## config.mk

```make
export PLATFORM = sky130hd
export DESIGN_NAME = updown_pwm_gen
export DESIGN_NICKNAME = d
export VERILOG_FILES = /design/src/rtl/pwm_pkg.sv /design/src/rtl/pwm_prescaler.sv /design/src/rtl/pwm_timebase.sv /design/src/rtl/pwm_cmp_shadow.sv /design/src/rtl/pwm_action_qual.sv /design/src/rtl/updown_pwm_gen.sv
export SDC_FILE = /design/constraint.sdc
export NUM_CORES = 1
export LEC_CHECK = 0
export ABC_AREA = 1
export CORE_MARGIN = 2
export CORE_UTILIZATION = 58
export CTS_BUF_LIST = sky130_fd_sc_hd__clkbuf_8
export DETAILED_ROUTE_END_ITERATION = 8
export HOLD_SLACK_MARGIN = 0.02
export PLACE_DENSITY = 0.92
export SYNTH_ARGS = -nofsm -noshare
export SYNTH_HDL_FRONTEND = slang
export SYNTH_SLANG_ARGS = --single-unit
```

## constraint.sdc

```tcl
create_clock -name clk -period 2.2 [get_ports clk]
set_input_delay 0.33 -clock clk [delete_from_list [all_inputs] [get_ports clk]]
set_output_delay 0.33 -clock clk [all_outputs]
set_load 0.01 [all_outputs]
```

## src/rtl/pwm_pkg.sv

```systemverilog
package pwm_pkg;

    typedef enum logic {
        DIR_DOWN = 1'b0,
        DIR_UP   = 1'b1
    } dir_e;

    typedef enum logic [1:0] {
        ACT_HOLD = 2'd0,
        ACT_SET  = 2'd1,
        ACT_CLR  = 2'd2
    } act_e;

    localparam int N_OUT = 2;

    // output 0 rises on the rising slope, output 1 is its complement
    function automatic act_e rising_action(int idx);
        return (idx == 0) ? ACT_SET : ACT_CLR;
    endfunction

    function automatic act_e falling_action(int idx);
        return (idx == 0) ? ACT_CLR : ACT_SET;
    endfunction

endpackage

```

## src/rtl/pwm_prescaler.sv

```systemverilog
module pwm_prescaler #(
    parameter int CODE_W = 3,
    parameter int N_STG  = 2
) (
    input  logic                         clk,
    input  logic                         rst_n,
    input  logic                         run_i,
    input  logic [N_STG-1:0][CODE_W-1:0] code_i,
    output logic                         tick_o
);

    localparam int STG_W = (1 << CODE_W) - 1;

    typedef struct packed {
        logic [STG_W-1:0] cnt;
    } stg_t;

    logic [N_STG:0] en_chain;

    assign en_chain[0] = run_i;

    for (genvar g = 0; g < N_STG; g++) begin : g_stage
        stg_t             s_d, s_q;
        logic [STG_W-1:0] lim;
        logic             wrap;

        always_comb begin
            lim  = STG_W'(({{STG_W{1'b0}}, 1'b1} << code_i[g]) - 1'b1);
            wrap = en_chain[g] && (s_q.cnt == lim);
            s_d  = s_q;
            if (!run_i) begin
                s_d.cnt = '0;
            end else if (en_chain[g]) begin
                s_d.cnt = wrap ? '0 : s_q.cnt + 1'b1;
            end
        end

        always_ff @(posedge clk or negedge rst_n) begin
            if (!rst_n) s_q <= '0;
            else        s_q <= s_d;
        end

        assign en_chain[g+1] = wrap;


        stg_bound_chk: assert property (@(posedge clk) disable iff (!rst_n)
            (run_i && $stable(code_i[g]) && s_q.cnt <= lim) |=> (s_q.cnt <= lim));
    end

    assign tick_o = en_chain[N_STG];

endmodule

```

## src/rtl/pwm_timebase.sv

```systemverilog
module pwm_timebase
    import pwm_pkg::*;
#(
    parameter int CNT_W = 16
) (
    input  logic             clk,
    input  logic             rst_n,
    input  logic             run_i,
    input  logic             tick_i,
    input  logic [CNT_W-1:0] period_i,
    output logic [CNT_W-1:0] cnt_o,
    output dir_e             dir_o,
    output logic             zero_o
);

    typedef struct packed {
        logic [CNT_W-1:0] cnt;
        dir_e             dir;
    } tb_t;

    tb_t tb_d, tb_q;

    always_comb begin
        tb_d = tb_q;
        if (!run_i) begin
            tb_d = '{cnt: '0, dir: DIR_DOWN};
        end else if (tick_i) begin
            if (period_i == '0) begin
                tb_d = '{cnt: '0, dir: DIR_DOWN};
            end else if (tb_q.dir == DIR_UP) begin
                if (tb_q.cnt >= period_i) begin
                    tb_d.cnt = tb_q.cnt - 1'b1;
                    tb_d.dir = DIR_DOWN;
                end else begin
                    tb_d.cnt = tb_q.cnt + 1'b1;
                end
            end else begin
                if (tb_q.cnt == '0) begin
                    tb_d.cnt = CNT_W'(1);
                    tb_d.dir = DIR_UP;
                end else begin
                    tb_d.cnt = tb_q.cnt - 1'b1;
                end
            end
        end
    end

    always_ff @(posedge clk or negedge rst_n) begin
        if (!rst_n) tb_q <= '{cnt: '0, dir: DIR_DOWN};
        else        tb_q <= tb_d;
    end

    assign cnt_o  = tb_q.cnt;
    assign dir_o  = tb_q.dir;
    assign zero_o = run_i && tick_i && (tb_q.cnt == '0);


    step_chk: assert property (@(posedge clk) disable iff (!rst_n)
        (run_i && tick_i && period_i != '0 && $stable(period_i))
        |=> (tb_q.cnt == $past(tb_q.cnt) + 1'b1 || tb_q.cnt == $past(tb_q.cnt) - 1'b1));


    bound_chk: assert property (@(posedge clk) disable iff (!rst_n)
        (run_i && $stable(period_i) && tb_q.cnt <= period_i) |=> (tb_q.cnt <= period_i));


    idle_chk: assert property (@(posedge clk) disable iff (!rst_n)
        !run_i |=> (tb_q.cnt == '0 && tb_q.dir == DIR_DOWN));

endmodule

```

## src/rtl/pwm_cmp_shadow.sv

```systemverilog
module pwm_cmp_shadow #(
    parameter int CNT_W   = 16,
    parameter int RST_CMP = 3000
) (
    input  logic             clk,
    input  logic             rst_n,
    input  logic             wr_i,
    input  logic [CNT_W-1:0] data_i,
    input  logic             load_i,
    output logic [CNT_W-1:0] active_o
);

    typedef struct packed {
        logic [CNT_W-1:0] shadow;
        logic [CNT_W-1:0] active;
    } cmp_t;

    localparam logic [CNT_W-1:0] CMP_INIT = CNT_W'(RST_CMP);

    cmp_t cmp_d, cmp_q;

    always_comb begin
        cmp_d = cmp_q;
        if (load_i) cmp_d.active = cmp_q.shadow;
        if (wr_i)   cmp_d.shadow = data_i;
    end

    always_ff @(posedge clk or negedge rst_n) begin
        if (!rst_n) cmp_q <= '{shadow: CMP_INIT, active: CMP_INIT};
        else        cmp_q <= cmp_d;
    end

    assign active_o = cmp_q.active;

endmodule

```

## src/rtl/pwm_action_qual.sv

```systemverilog
module pwm_action_qual
    import pwm_pkg::*;
#(
    parameter int CNT_W = 16
) (
    input  logic             clk,
    input  logic             rst_n,
    input  logic             run_i,
    input  logic             tick_i,
    input  logic [CNT_W-1:0] cnt_i,
    input  dir_e             dir_i,
    input  logic [CNT_W-1:0] cmp_i,
    output logic [N_OUT-1:0] pin_o
);

    typedef struct packed {
        logic [N_OUT-1:0] pin;
    } aq_t;

    aq_t  aq_d, aq_q;
    act_e act_sel [N_OUT];
    logic match;

    for (genvar i = 0; i < N_OUT; i++) begin : g_act
        assign act_sel[i] = (dir_i == DIR_UP) ? rising_action(i) : falling_action(i);
    end

    always_comb begin
        match = tick_i && (cnt_i == cmp_i);
        aq_d  = aq_q;
        if (!run_i) begin
            aq_d.pin = '0;
        end else if (match) begin
            for (int i = 0; i < N_OUT; i++) begin
                case (act_sel[i])
                    ACT_SET: aq_d.pin[i] = 1'b1;
                    ACT_CLR: aq_d.pin[i] = 1'b0;
                    default: aq_d.pin[i] = aq_q.pin[i];
                endcase
            end
        end
    end

    always_ff @(posedge clk or negedge rst_n) begin
        if (!rst_n) aq_q <= '0;
        else        aq_q <= aq_d;
    end

    assign pin_o = aq_q.pin;


    excl_chk: assert property (@(posedge clk) disable iff (!rst_n)
        $onehot0(aq_q.pin));


    aq_idle_chk: assert property (@(posedge clk) disable iff (!rst_n)
        !run_i |=> (aq_q.pin == '0));

endmodule

```

## src/rtl/updown_pwm_gen.sv

```systemverilog
module updown_pwm_gen
    import pwm_pkg::*;
#(
    parameter int CNT_W   = 16,
    parameter int CODE_W  = 3,
    parameter int RST_CMP = 3000
) (
    input  logic              clk,
    input  logic              rst_n,
    input  logic              enable,
    input  logic [CNT_W-1:0]  period,
    input  logic              cmp_wr,
    input  logic [CNT_W-1:0]  cmp_data,
    input  logic [CODE_W-1:0] div_hi,
    input  logic [CODE_W-1:0] div_lo,
    output logic              pwm_a,
    output logic              pwm_b,
    output logic              zero_evt,
    output logic [CNT_W-1:0]  count,
    output logic              count_up
);

    localparam int N_STG = 2;

    logic [N_STG-1:0][CODE_W-1:0] codes;
    logic                         tick;
    logic [CNT_W-1:0]             cnt;
    dir_e                         dir;
    logic                         zero;
    logic [CNT_W-1:0]             cmp_act;
    logic [N_OUT-1:0]             pins;

    assign codes = {div_lo, div_hi};

    pwm_prescaler #(.CODE_W(CODE_W), .N_STG(N_STG)) u_presc (
        .clk    (clk),
        .rst_n  (rst_n),
        .run_i  (enable),
        .code_i (codes),
        .tick_o (tick)
    );

    pwm_timebase #(.CNT_W(CNT_W)) u_tb (
        .clk      (clk),
        .rst_n    (rst_n),
        .run_i    (enable),
        .tick_i   (tick),
        .period_i (period),
        .cnt_o    (cnt),
        .dir_o    (dir),
        .zero_o   (zero)
    );

    pwm_cmp_shadow #(.CNT_W(CNT_W), .RST_CMP(RST_CMP)) u_cmp (
        .clk      (clk),
        .rst_n    (rst_n),
        .wr_i     (cmp_wr),
        .data_i   (cmp_data),
        .load_i   (zero),
        .active_o (cmp_act)
    );

    pwm_action_qual #(.CNT_W(CNT_W)) u_aq (
        .clk    (clk),
        .rst_n  (rst_n),
        .run_i  (enable),
        .tick_i (tick),
        .cnt_i  (cnt),
        .dir_i  (dir),
        .cmp_i  (cmp_act),
        .pin_o  (pins)
    );

    assign pwm_a    = pins[0];
    assign pwm_b    = pins[1];
    assign zero_evt = zero;
    assign count    = cnt;
    assign count_up = (dir == DIR_UP);


    active_load_chk: assert property (@(posedge clk) disable iff (!rst_n)
        !zero_evt |=> $stable(cmp_act));


    zero_pulse_chk: assert property (@(posedge clk) disable iff (!rst_n)
        (zero_evt && period != '0 && $stable(period)) |=> !zero_evt);

endmodule

```

==> reports/results.tsv <==
metric	value	unit
I/O Pins	62	
Syn Nets	752	
CTS root buffer	clkbuf_8	
Post-Place Worst Slack	-0.522	ns
Tmin final	2.12	ns
flop2flop setup slack	0.18	ns
Pins Over Slew Limit	0	
Initial Util	59.5	%
Yosys warning count	0	
Worst path max stage delay	0.41	ns
worst skew pair latency	0.36	ns
reg2reg path depth	12	
setup ws final	0.0836	ns
mapped cell area	4840	sq um
Worst R2R End	u_tb.cnt_o[7]	
Worst Path Required	1.87	ns
die area	9090	sq um
Synth top area share	26.4	%
Peak Freq	0.472	GHz
pwr/cell area	430	nW/um^2
DRT Pass-1 Iters	6	
Area growth, synth to finish	24.0	%
Synth Instances	689	
Reg clk slew, reported paths	0.08	ns
CTS tree	yes	
leak pwr	3.05	nW
Critical Path End Type	output port	
Setup Skew	0.00603	ns
Die Span Y	95.4	microns
Rel. slew slack	65.7	%
IR drop worst, VDD	0.000507	V
status	complete, no violations	
Yosys reg bits	65	
final hold vios	0	
Bufs on Longest Clock Path	2	
Layout Utilization	73.8	%
largest net degree at the start of global routing	49	
Placement Rows	33	
commonest non-fill, non-tap cell in the layout	nand2_1	
kind of start point of the critical path	register	
CP max stage cell	dfrtp_1	
Total GRT Usage	27.9	%
# placed instances	869	
DRT iter0 DRCs	530	
Worst Hold Class	in -> async	
kind of critical path	reg -> out	
initial antenna violation count	0	
mean post-synth cell area	7.03	sq um
Routed Antenna Nets	0	
Nets	843	
core area	8130	sq um
layout cell share with drive strength beyond 1	16.7	%
crit path DAT	1.79	ns
area leader, netlist	dfrtp_1	
via/cell ratio	5.32	
DRC errors left	0	
global-route wire length before repair	19700	microns
Port Buffers	61	
Finished Layout Cells	890	
Netlist cell types	35	
Final period util	96.2	%
CP cell instances	inv_2 > nand2_2 > nand2_2 > nor2_1 > nand2_1 > nor2_2 > nand3_4 > nor2_8 > nand2_4 > inv_1 > buf_2	
Total Power	0.00258	W
H-tree levels	3	
Num CTS Buffers	9	
crit-path max FO	4	
Final Wtd Congestion	1.05	
Max Cap Violations	0	
sequential cell area fraction in the yosys report	34.0	%
Final HPWL DP	9160	microns
slew of the pin with the lowest slew margin	0.513	ns
final setup fails	0	
die width	95.4	microns
commonest cells after routing, fill and taps aside	nand2_1 (212), inv_1 (87), nor2_1 (61), nand3_1 (60), clkdlybuf4s50_1 (54)	
vias	4739	
vias in the first global route	4486	
CTS sink count	65	
r2r startpoint	u_tb.cnt_o[3]	
DR WL/cell	13.7	microns
wirelength, routed	12200	microns
synth top area cells	dfrtp_1 (26%), nand2_1 (17%), dfstp_2 (7.6%)	
antenna cells	0	
Critical Path Most Common Cell	nand2_2	
grt total ovfl	0	
total negative slack	0	ns
## registers in the layout, indices dropped and copies added, names as in the netlist
signal / cells
u_aq.pin_o: 2
u_presc.g_stage.s_q: 14
u_tb.cnt_o: 16
u_cmp.cmp_q: 16
u_cmp.active_o: 16
u_tb.dir_o: 1
## repair_timing
item / CTS / global route
setup buffers: 2 / 2
hold buffers: 1 / 0
resized for setup: 12 / 4
pin swaps: 3 / 5
endpoints found under the setup margin: 21 / 1
hold endpoints to repair: 9 / 0
## report_power, final
group | switching (W) | internal, W | total, W
combinational | 0.000158 | 0.000120 | 0.000278
clock | 0.000521 | 0.000532 | 0.00105
sequential | 0.0000144 | 0.00123 | 0.00125
## layer usage
metal | global-route usage [%] | wire length [microns] | up-vias
met5 | 0 | 0 | -
met4 | 8.70 | 209 | 0
met3 | 5.69 | 943 | 24
met2 | 48.4 | 6020 | 221
met1 | 34.9 | 4980 | 2153
li1 | - | - | 2341
## cell type report
| cell class | count | area [sq um] |
|---|---|---|
| fill | 621 | 2130 |
| tap | 105 | 131 |
| clock inverter | 7 | 77.6 |
| inverter | 90 | 338 |
| sequential | 65 | 1640 |
| multi-input combinational | 508 | 2730 |
| timing repair buffer | 106 | 960 |
| clock buffer | 9 | 124 |
## cell families (layout without fill, tap and decap cells)
kind of cell | count (synthesis) | in the layout | synth area share (%)
XOR/XNOR | 40 | 40 | 7.24
adder cells (fa/ha/maj) | 21 | 21 | 5.43
AO/OA/AOI/OAI | 51 | 51 | 6.77
buffers and inverters | 116 | 212 | 9.98
AND/OR/NAND/NOR | 396 | 396 | 36.6
flip-flops | 65 | 65 | 34.0
## cell usage after synthesis, drive strengths merged
cell	count
a21oi	9
and2	1
buf	19
clkbuf	7
dfrtp	51
dfstp	14
ha	21
inv	90
nand2	230
nand3	62
nand3b	1
nand4	15
nor2	71
nor3	10
nor3b	3
nor4	2
o21ai	40
o21bai	2
or2	1
xnor2	12
xor2	28
## through the flow
stage	hold WS [ns]	area (sq um)
3_5_place_dp	0.280	5760
2_1_floorplan	0.0344	4840
6_report	0.415	6000
5_1_grt	0.453	6000
3_3_place_gp	0.275	5760
4_1_cts	0.427	5990
## worst max-delay path: cells and delay by family (launching register included)
kind | cells | cell delay, ns
flops | 1 | 0.41
simple gates | 8 | 0.74
buf+inv | 3 | 0.26
## how the worst max path moves through the flow
stage / startpoint / endpoint / slack, ns
final: u_presc.g_stage[1].s_q[3] / zero_evt / 0.08
after global routing: u_presc.g_stage[1].s_q[3] / zero_evt / -0.02
after CTS: u_presc.g_stage[1].s_q[3] / zero_evt / 0.01
after detailed placement: div_hi[2] / zero_evt / -0.52
after global placement: div_hi[2] / zero_evt / -0.41
after floorplan: u_tb.cnt_o[0] / u_tb.cnt_o[13] / 0.24
Power figures use the tool's default switching activity.
